File: src/rtl/cyc_user_serializer.sv
module cyc_user_serializer #(
  parameter int NUM_BYTES = 4,
  parameter int BYTE_W    = 8,
  localparam int PW = $clog2(NUM_BYTES),
  localparam int AW = PW + 1,
  localparam int CW = $clog2(BYTE_W)
) (
  input  logic              clk,
  input  logic              rst_n,
  input  logic              host_en,
  input  logic              host_we,
  input  logic [AW-1:0]     host_addr,
  input  logic [BYTE_W-1:0] host_wdata,
  output logic [BYTE_W-1:0] host_rdata,
  input  logic              sample_stb,
  output logic              user_bit,
  output logic              irq_n
);

  localparam logic [PW-1:0] HALF = PW'(NUM_BYTES / 2);

  logic [BYTE_W-1:0] ubuf [NUM_BYTES];
  logic [BYTE_W-1:0] creg [1:NUM_BYTES-1];
  logic [PW-1:0]     rd_ptr;
  logic [CW-1:0]     bit_cnt;
  logic [BYTE_W-1:0] shreg;
  logic              half_flag;
  logic              irq_q;

  wire irq_mask = creg[1][0];
  wire load     = sample_stb && (bit_cnt == '0);
  wire to_low   = load && (rd_ptr == '0) && half_flag;
  wire to_high  = load && (rd_ptr == HALF) && !half_flag;
  wire host_wr  = host_en && host_we;
  wire [PW-1:0] idx = host_addr[PW-1:0];

  always_ff @(posedge clk) begin
    if (!rst_n) begin
      for (int i = 0; i < NUM_BYTES; i++) ubuf[i] <= '0;
      for (int i = 1; i < NUM_BYTES; i++) creg[i] <= '0;
    end else if (host_wr) begin
      if (host_addr[AW-1]) ubuf[idx] <= host_wdata;
      else if (idx != '0)  creg[idx] <= host_wdata;
    end
  end

  always_ff @(posedge clk) begin
    if (!rst_n) begin
      rd_ptr    <= '0;
      bit_cnt   <= '0;
      shreg     <= '0;
      half_flag <= 1'b1;
      irq_q     <= 1'b1;
    end else begin
      irq_q <= !((to_low || to_high) && irq_mask);
      if (to_low)  half_flag <= 1'b0;
      if (to_high) half_flag <= 1'b1;
      if (sample_stb) begin
        bit_cnt <= bit_cnt + 1'b1;
        if (load) begin
          shreg  <= ubuf[rd_ptr];
          rd_ptr <= rd_ptr + 1'b1;
        end else begin
          shreg <= shreg >> 1;
        end
      end
    end
  end

  always_comb begin
    if (host_addr[AW-1])  host_rdata = ubuf[idx];
    else if (idx == '0)   host_rdata = {{(BYTE_W-1){1'b0}}, half_flag};
    else                  host_rdata = creg[idx];
  end

  assign user_bit = shreg[0];
  assign irq_n    = irq_q;

endmodule

File: config.mk
export PLATFORM = sky130hd
export DESIGN_NAME = cyc_user_serializer
export DESIGN_NICKNAME = d
export VERILOG_FILES = /design/src/rtl/cyc_user_serializer.sv
export SDC_FILE = /design/constraint.sdc
export NUM_CORES = 1
export LEC_CHECK = 0
export BUFFER_PORTS_ARGS = -buffer_cell sky130_fd_sc_hd__buf_2
export CAP_MARGIN = 10
export CORE_MARGIN = 1
export CORE_UTILIZATION = 54
export DETAILED_ROUTE_END_ITERATION = 10
export MAX_ROUTING_LAYER = met4
export PLACE_DENSITY = 0.75
export SYNTH_ARGS = -nofsm -noshare
export SYNTH_HDL_FRONTEND = slang
export SYNTH_SLANG_ARGS = --single-unit
export TNS_END_PERCENT = 10
File: constraint.sdc
create_clock -name clk -period 1.55 [get_ports clk]
set_input_delay 0.0775 -clock clk [delete_from_list [all_inputs] [get_ports clk]]
set_output_delay 0.0775 -clock clk [all_outputs]
set_load 0.05 [all_outputs]
Word-level counts from Yosys, hierarchy flattened. Memory sizes are Yosys's and may differ from the RTL's. A register that Yosys moved wholly into a read port is not among the register bits. Index checks and enable logic that the tools add are counted.

Bitwise gates (word level): 1. Eq/ne operators: 1. Muxes and demuxes: 21. Add/sub/neg operators: 2. Reductions and logical operators: 18.

Operators by type and width (number): $mux 8 (5); $reduce_or 8->1 (2); $mux 1 (12); $mux 2 (4); $logic_and 1x1->1 (7); $logic_not 2->1 (2); $add 3x1->3 const B (1); $logic_not 3->1 (1); $add 2x1->2 const B (1); $eq 2x2->1 const B (1); $logic_not 1->1 (2); $reduce_and 2->1 (1); $reduce_bool 2->1 (1); $reduce_or 2->1 (1); $logic_or 1x1->1 (1); $not 1->1 (1).

Output and inout bits: 10. Bits of input ports: 16. Memories: 2. Bits in registers: 15. RAM bits: 56. Word-level logic and storage cells: 50.

Memory list: ubuf (words 4, bits a word 8, rd ports 2, clocked after memory_dff 1, write ports 4, RTL line 22) `logic [BYTE_W-1:0] ubuf [NUM_BYTES];`; creg (words 3, bits a word 8, rd ports 2, clocked after memory_dff 0, write ports 3, RTL line 23) `logic [BYTE_W-1:0] creg [1:NUM_BYTES-1];`.

Depth between registers and ports, before layout.
Depth in word-level cells: 8. Mapped depth: 7.

Least setup slack after synthesis. Ideal clock, no wire load.

Path kind: input-to-output. From: input port host_addr[0]. To: output port host_rdata[6]. Cell stages on the path: 3. Setup slack: -0.309 ns. Arrival time: 1.781 ns. Buffers on the path: 1. Path through: buf_1 -> mux2_2 -> o21ai_0.

Word-level cells in the longest chain between the ends: 3. Elaborated cells on any way between the ends: 5. Classes of those cells: mux: 2; reduce/logical: 1; memory: 2.

RTL lines: start: declaration (RTL line 12) `input logic [AW-1:0] host_addr,`; $mem_v2 3x8 / $logic_not 2->1 (equally long branches); $mux 8 (RTL line 72) `else if (idx == '0) host_rdata = {{(BYTE_W-1){1'b0}}, half_flag};`; $mux 8 (*) (RTL line 71) `if (host_addr[AW-1]) host_rdata = ubuf[idx];`; end: declaration (RTL line 14) `output logic [BYTE_W-1:0] host_rdata,`.

Mark *: on every way between the ends. The rest lies on a longest branch, timed or not.

==> summary.md <==
| Metric | Value |
|---|---|
| Synth area leader | `edfxtp_1` |
| Cell Area, Placed | `0.00395 mm²` |
| Post-synthesis sequential area ratio | `57.2%` |
| Pre-antenna DRT Iters | `4` |
| PD cells | `approximately 1100 mW/mm²` |
| Vias per inst | `5.71` |
| Final worst path period share | `115%` |
| First-pass GRT wire length | `12100 µm` |
| Layout cells sized above 1 | `roughly 34%` |
| Drc violations | `0` |
| Final setup violation count | `8` |
| Reg clk slew, reported paths | `0.08 ns` |
| Core Util, Final | `67.7%` |
| Violated checks | `setup timing` |
| Max_slew headroom | `69.7%` |
| Status | `complete, but fails checks` |
| Crit path depth | `3` |
| Yosys warnings | `0` |
| Gate power share | `16.7%` |
| IO Port Bufs | `25` |
| Clock power frac | `33.8%` |
| Starting Density | `between 50% and 60%` |
| GPL Wtd Cong | `0.780` |
| Largest net degree at the start of global routing | `38` |
| Via count | `2336` |
| DIE AREA | `0.00687 mm²` |
| Pwr Total | `between 4 and 5 mW` |
| Antenna Nets Post-Route | `0` |
| Cell Rows | `29` |
| DR WL/cell | `18.2 µm` |
| CTS Sinks | `73` |
| Final worst path period need | `1.78 ns` |
| Mapped Cells | `272` |
| CP Buf/Inv Count | `1` |
| Max Root-Sink Buffers | `2` |
| GRT met2 Usage | `40.0%` |
| Routing usage on met3 | `6.56%` |
| Setup WS pre-CTS | `0.0299 ns` |
| GR Overflow Total | `0` |
| Slack of the critical path | `-0.226 ns` |
| Synth Area per Inst | `approximately 13 µm²` |
| Synth Register Bits | `73` |
| RSZ-0062 raised after global routing | `yes` |
| Setup crit end kind | `primary output` |
| WHS Path Cells | `2` |
| Setup crit start kind | `flip-flop` |
| P_int | `3.50 mW` |
| Area share of the largest cell type after synthesis | `47.6%` |
| Synth top area cells | `edfxtp_1 48%, mux4_2 11%, dfxtp_1 9.6%` |
| Syn Std Cell Area | `0.00353 mm²` |
| Reg-to-reg startpoint | `ubuf[2][0]$_SDFFCE_PN0P_` |
| Met1 Use GR | `29.2%` |
| Synth-to-Final Area Change | `21.7%` |
| Layer with the highest usage | `met2` |
| Slowest cell on crit path | `mux4_2` |
| Initial antenna violation count | `0` |
| Hold Crit Class | `primary input to flip-flop` |
| Worst-path cell chain | `mux4_2 > mux2_4 > buf_8` |
| Critical Path End | `host_rdata[0]` |
| Arrival time at the worst endpoint | `around 1.7 ns` |
| Synth top cells by count | `56 x edfxtp_1, 50 x and2_1, 18 x nand2_1` |
| Post-synth cell types | `30` |
| CP Data Required Time | `about 1.5 ns` |
| Critical path startpoint | `ubuf[2][0]$_SDFFCE_PN0P_` |
| DP Wirelength | `5330 µm` |
| VDD IR max | `between 0.0008 and 0.0009 V` |
| Die height | `slightly above 80 µm` |
| Final WL | `7450 µm` |
| Clock latency on the worst-skew pair | `approximately 0.36 ns` |
| Max-slew violation count | `0` |
| Number of global-route vias before repair | `2469` |
| NumNets Final | `about 350` |
| Crit Reg-Reg Endpoint | `shreg[0]$_SDFFE_PN0P_` |
| Sw Share | `25.1%` |
| Io pins | `26` |
| GRT Total Usage | `24.5%` |
| Max H-tree Level | `3` |
| Clock skew | `0.00582 ns` |
| Post-synth top flop | `edfxtp_1` |
| Post-synthesis net count | `292` |
| CTS Buf Count | `9` |
| FFs w/ async S/R, synth | `0%` |
| Count leader, synth | `edfxtp_1` |
| Die X | `82.9 µm` |
| Register-to-register setup slack | `0.13 ns` |
| TritonCTS clock tree | `built` |
| Max-Cap Viols | `0` |
| Register share of total power | `between 40% and 50%` |
| Slew @ Worst Pin | `around 0.45 ns` |
| Core area | `0.00635 mm²` |
| Crit-path max cell delay | `0.49 ns` |
| Crit Path Max Fanout | `2` |
| CTS root buf | `clkbuf_8` |
| Fmax | `0.563 GHz` |
| Post-synth EDFFs | `56` |
| Finished Cell Area | `0.00430 mm²` |
| CP top delay family | `multiplexers` |
| Fin. Hold Viols | `0` |
| Leakage | `1.63 nW` |
| Sw Pwr | `1.17 mW` |
| Worst reg-to-reg path cell count | `5` |
| Antenna fix cells | `0` |
| Critical path class | `flip-flop to primary output` |
| Starting DRT DRC Count | `200` |
layer usage:
layer | up-vias | share of wire [%]
met5 | - | 0
met4 | 0 | 1.9
met3 | 13 | 5.0
met2 | 62 | 52
met1 | 1143 | 41
li1 | 1118 | -
registers in the layout, summed over array words and instances, names as in the netlist, named ones only:
register and flops:
ubuf 32, creg 24, shreg 8, bit_cnt 3, rd_ptr 2, half_flag 1, irq_n 1
cells by family after synthesis:
kind of cell               synth area share (%)
adders and majority gates                  1.42
and+or+nand+nor                            18.3
muxes                                      14.6
DFF                                        57.2
buffers and inverters                      2.76
xor gates and xnor gates                  0.744
AOI/OAI and AO/OA                          5.03
layout by cell type (no fill, tap or decap), types with 3 or more instances in the layout:
cell | netlist | layout
buf_12 | 0 | 4
mux2i_1 | 3 | 3
clkbuf_8 | 0 | 9
ha_1 | 4 | 4
and3_1 | 8 | 8
buf_4 | 0 | 32
nand2b_1 | 4 | 4
nor2b_1 | 5 | 5
and2_1 | 50 | 50
nand2_1 | 18 | 12
mux2_2 | 9 | 8
buf_6 | 1 | 7
nor2_1 | 6 | 6
o21ai_2 | 0 | 6
nand3b_1 | 7 | 7
dfxtp_1 | 17 | 17
mux4_2 | 17 | 17
o211ai_1 | 7 | 7
o21ai_0 | 14 | 7
edfxtp_1 | 56 | 56
nand3_1 | 8 | 8
nand2_2 | 0 | 6
inv_1 | 5 | 5
a22oi_1 | 6 | 6
buf_2 | 6 | 17
power by group through the flow:
stage / combinational, mW / sequential, mW / clock [mW]
6_report: 0.781 / 2.31 / 1.58
5_1_grt: 0.837 / 2.33 / 1.69
4_1_cts: 0.756 / 2.31 / 1.61
3_5_place_dp: 0.698 / 2.36 / 0
3_3_place_gp: 0.688 / 2.35 / 0
2_1_floorplan: 0.466 / 2.34 / 0
layout make-up:
class	count	area (µm²)
well taps	77	96.3
fillers	466	2050
clock inverters	7	85.1
repair buffers	61	499
flip-flops and latches	73	2020
inverters	5	18.8
clock buffers	9	124
multi-input cells	177	1460
timing repair:
item	in CTS	in global routing
hold buffers	0	0
gates resized for setup	22	14
pin swaps	4	2
buffers inserted	5	1
endpoints found under the setup margin	8	8
stage by stage:
stage          setup TNS (ns)  hold WS, ns  instances
2_1_floorplan           -1.21        0.276        272
3_3_place_gp                0        0.439        387
3_5_place_dp                0        0.434        387
4_1_cts                -0.992       0.0616        408
5_1_grt                 -1.14       0.0610        409
6_report               -0.730       0.0690        409
how the worst min path moves through the flow:
stage | from | to | slack (ns)
after detailed placement | host_wdata[7] | creg[1][7]$_SDFFCE_PN0P_ | 0.43
final | host_wdata[7] | creg[2][7]$_SDFFCE_PN0P_ | 0.07
after floorplan | host_wdata[0] | creg[1][0]$_SDFFCE_PN0P_ | 0.28
after global routing | host_wdata[7] | creg[1][7]$_SDFFCE_PN0P_ | 0.06
after global placement | host_wdata[7] | creg[1][7]$_SDFFCE_PN0P_ | 0.44
after CTS | host_wdata[7] | creg[1][7]$_SDFFCE_PN0P_ | 0.06
Note: power is estimated with default switching activity, not from simulation.
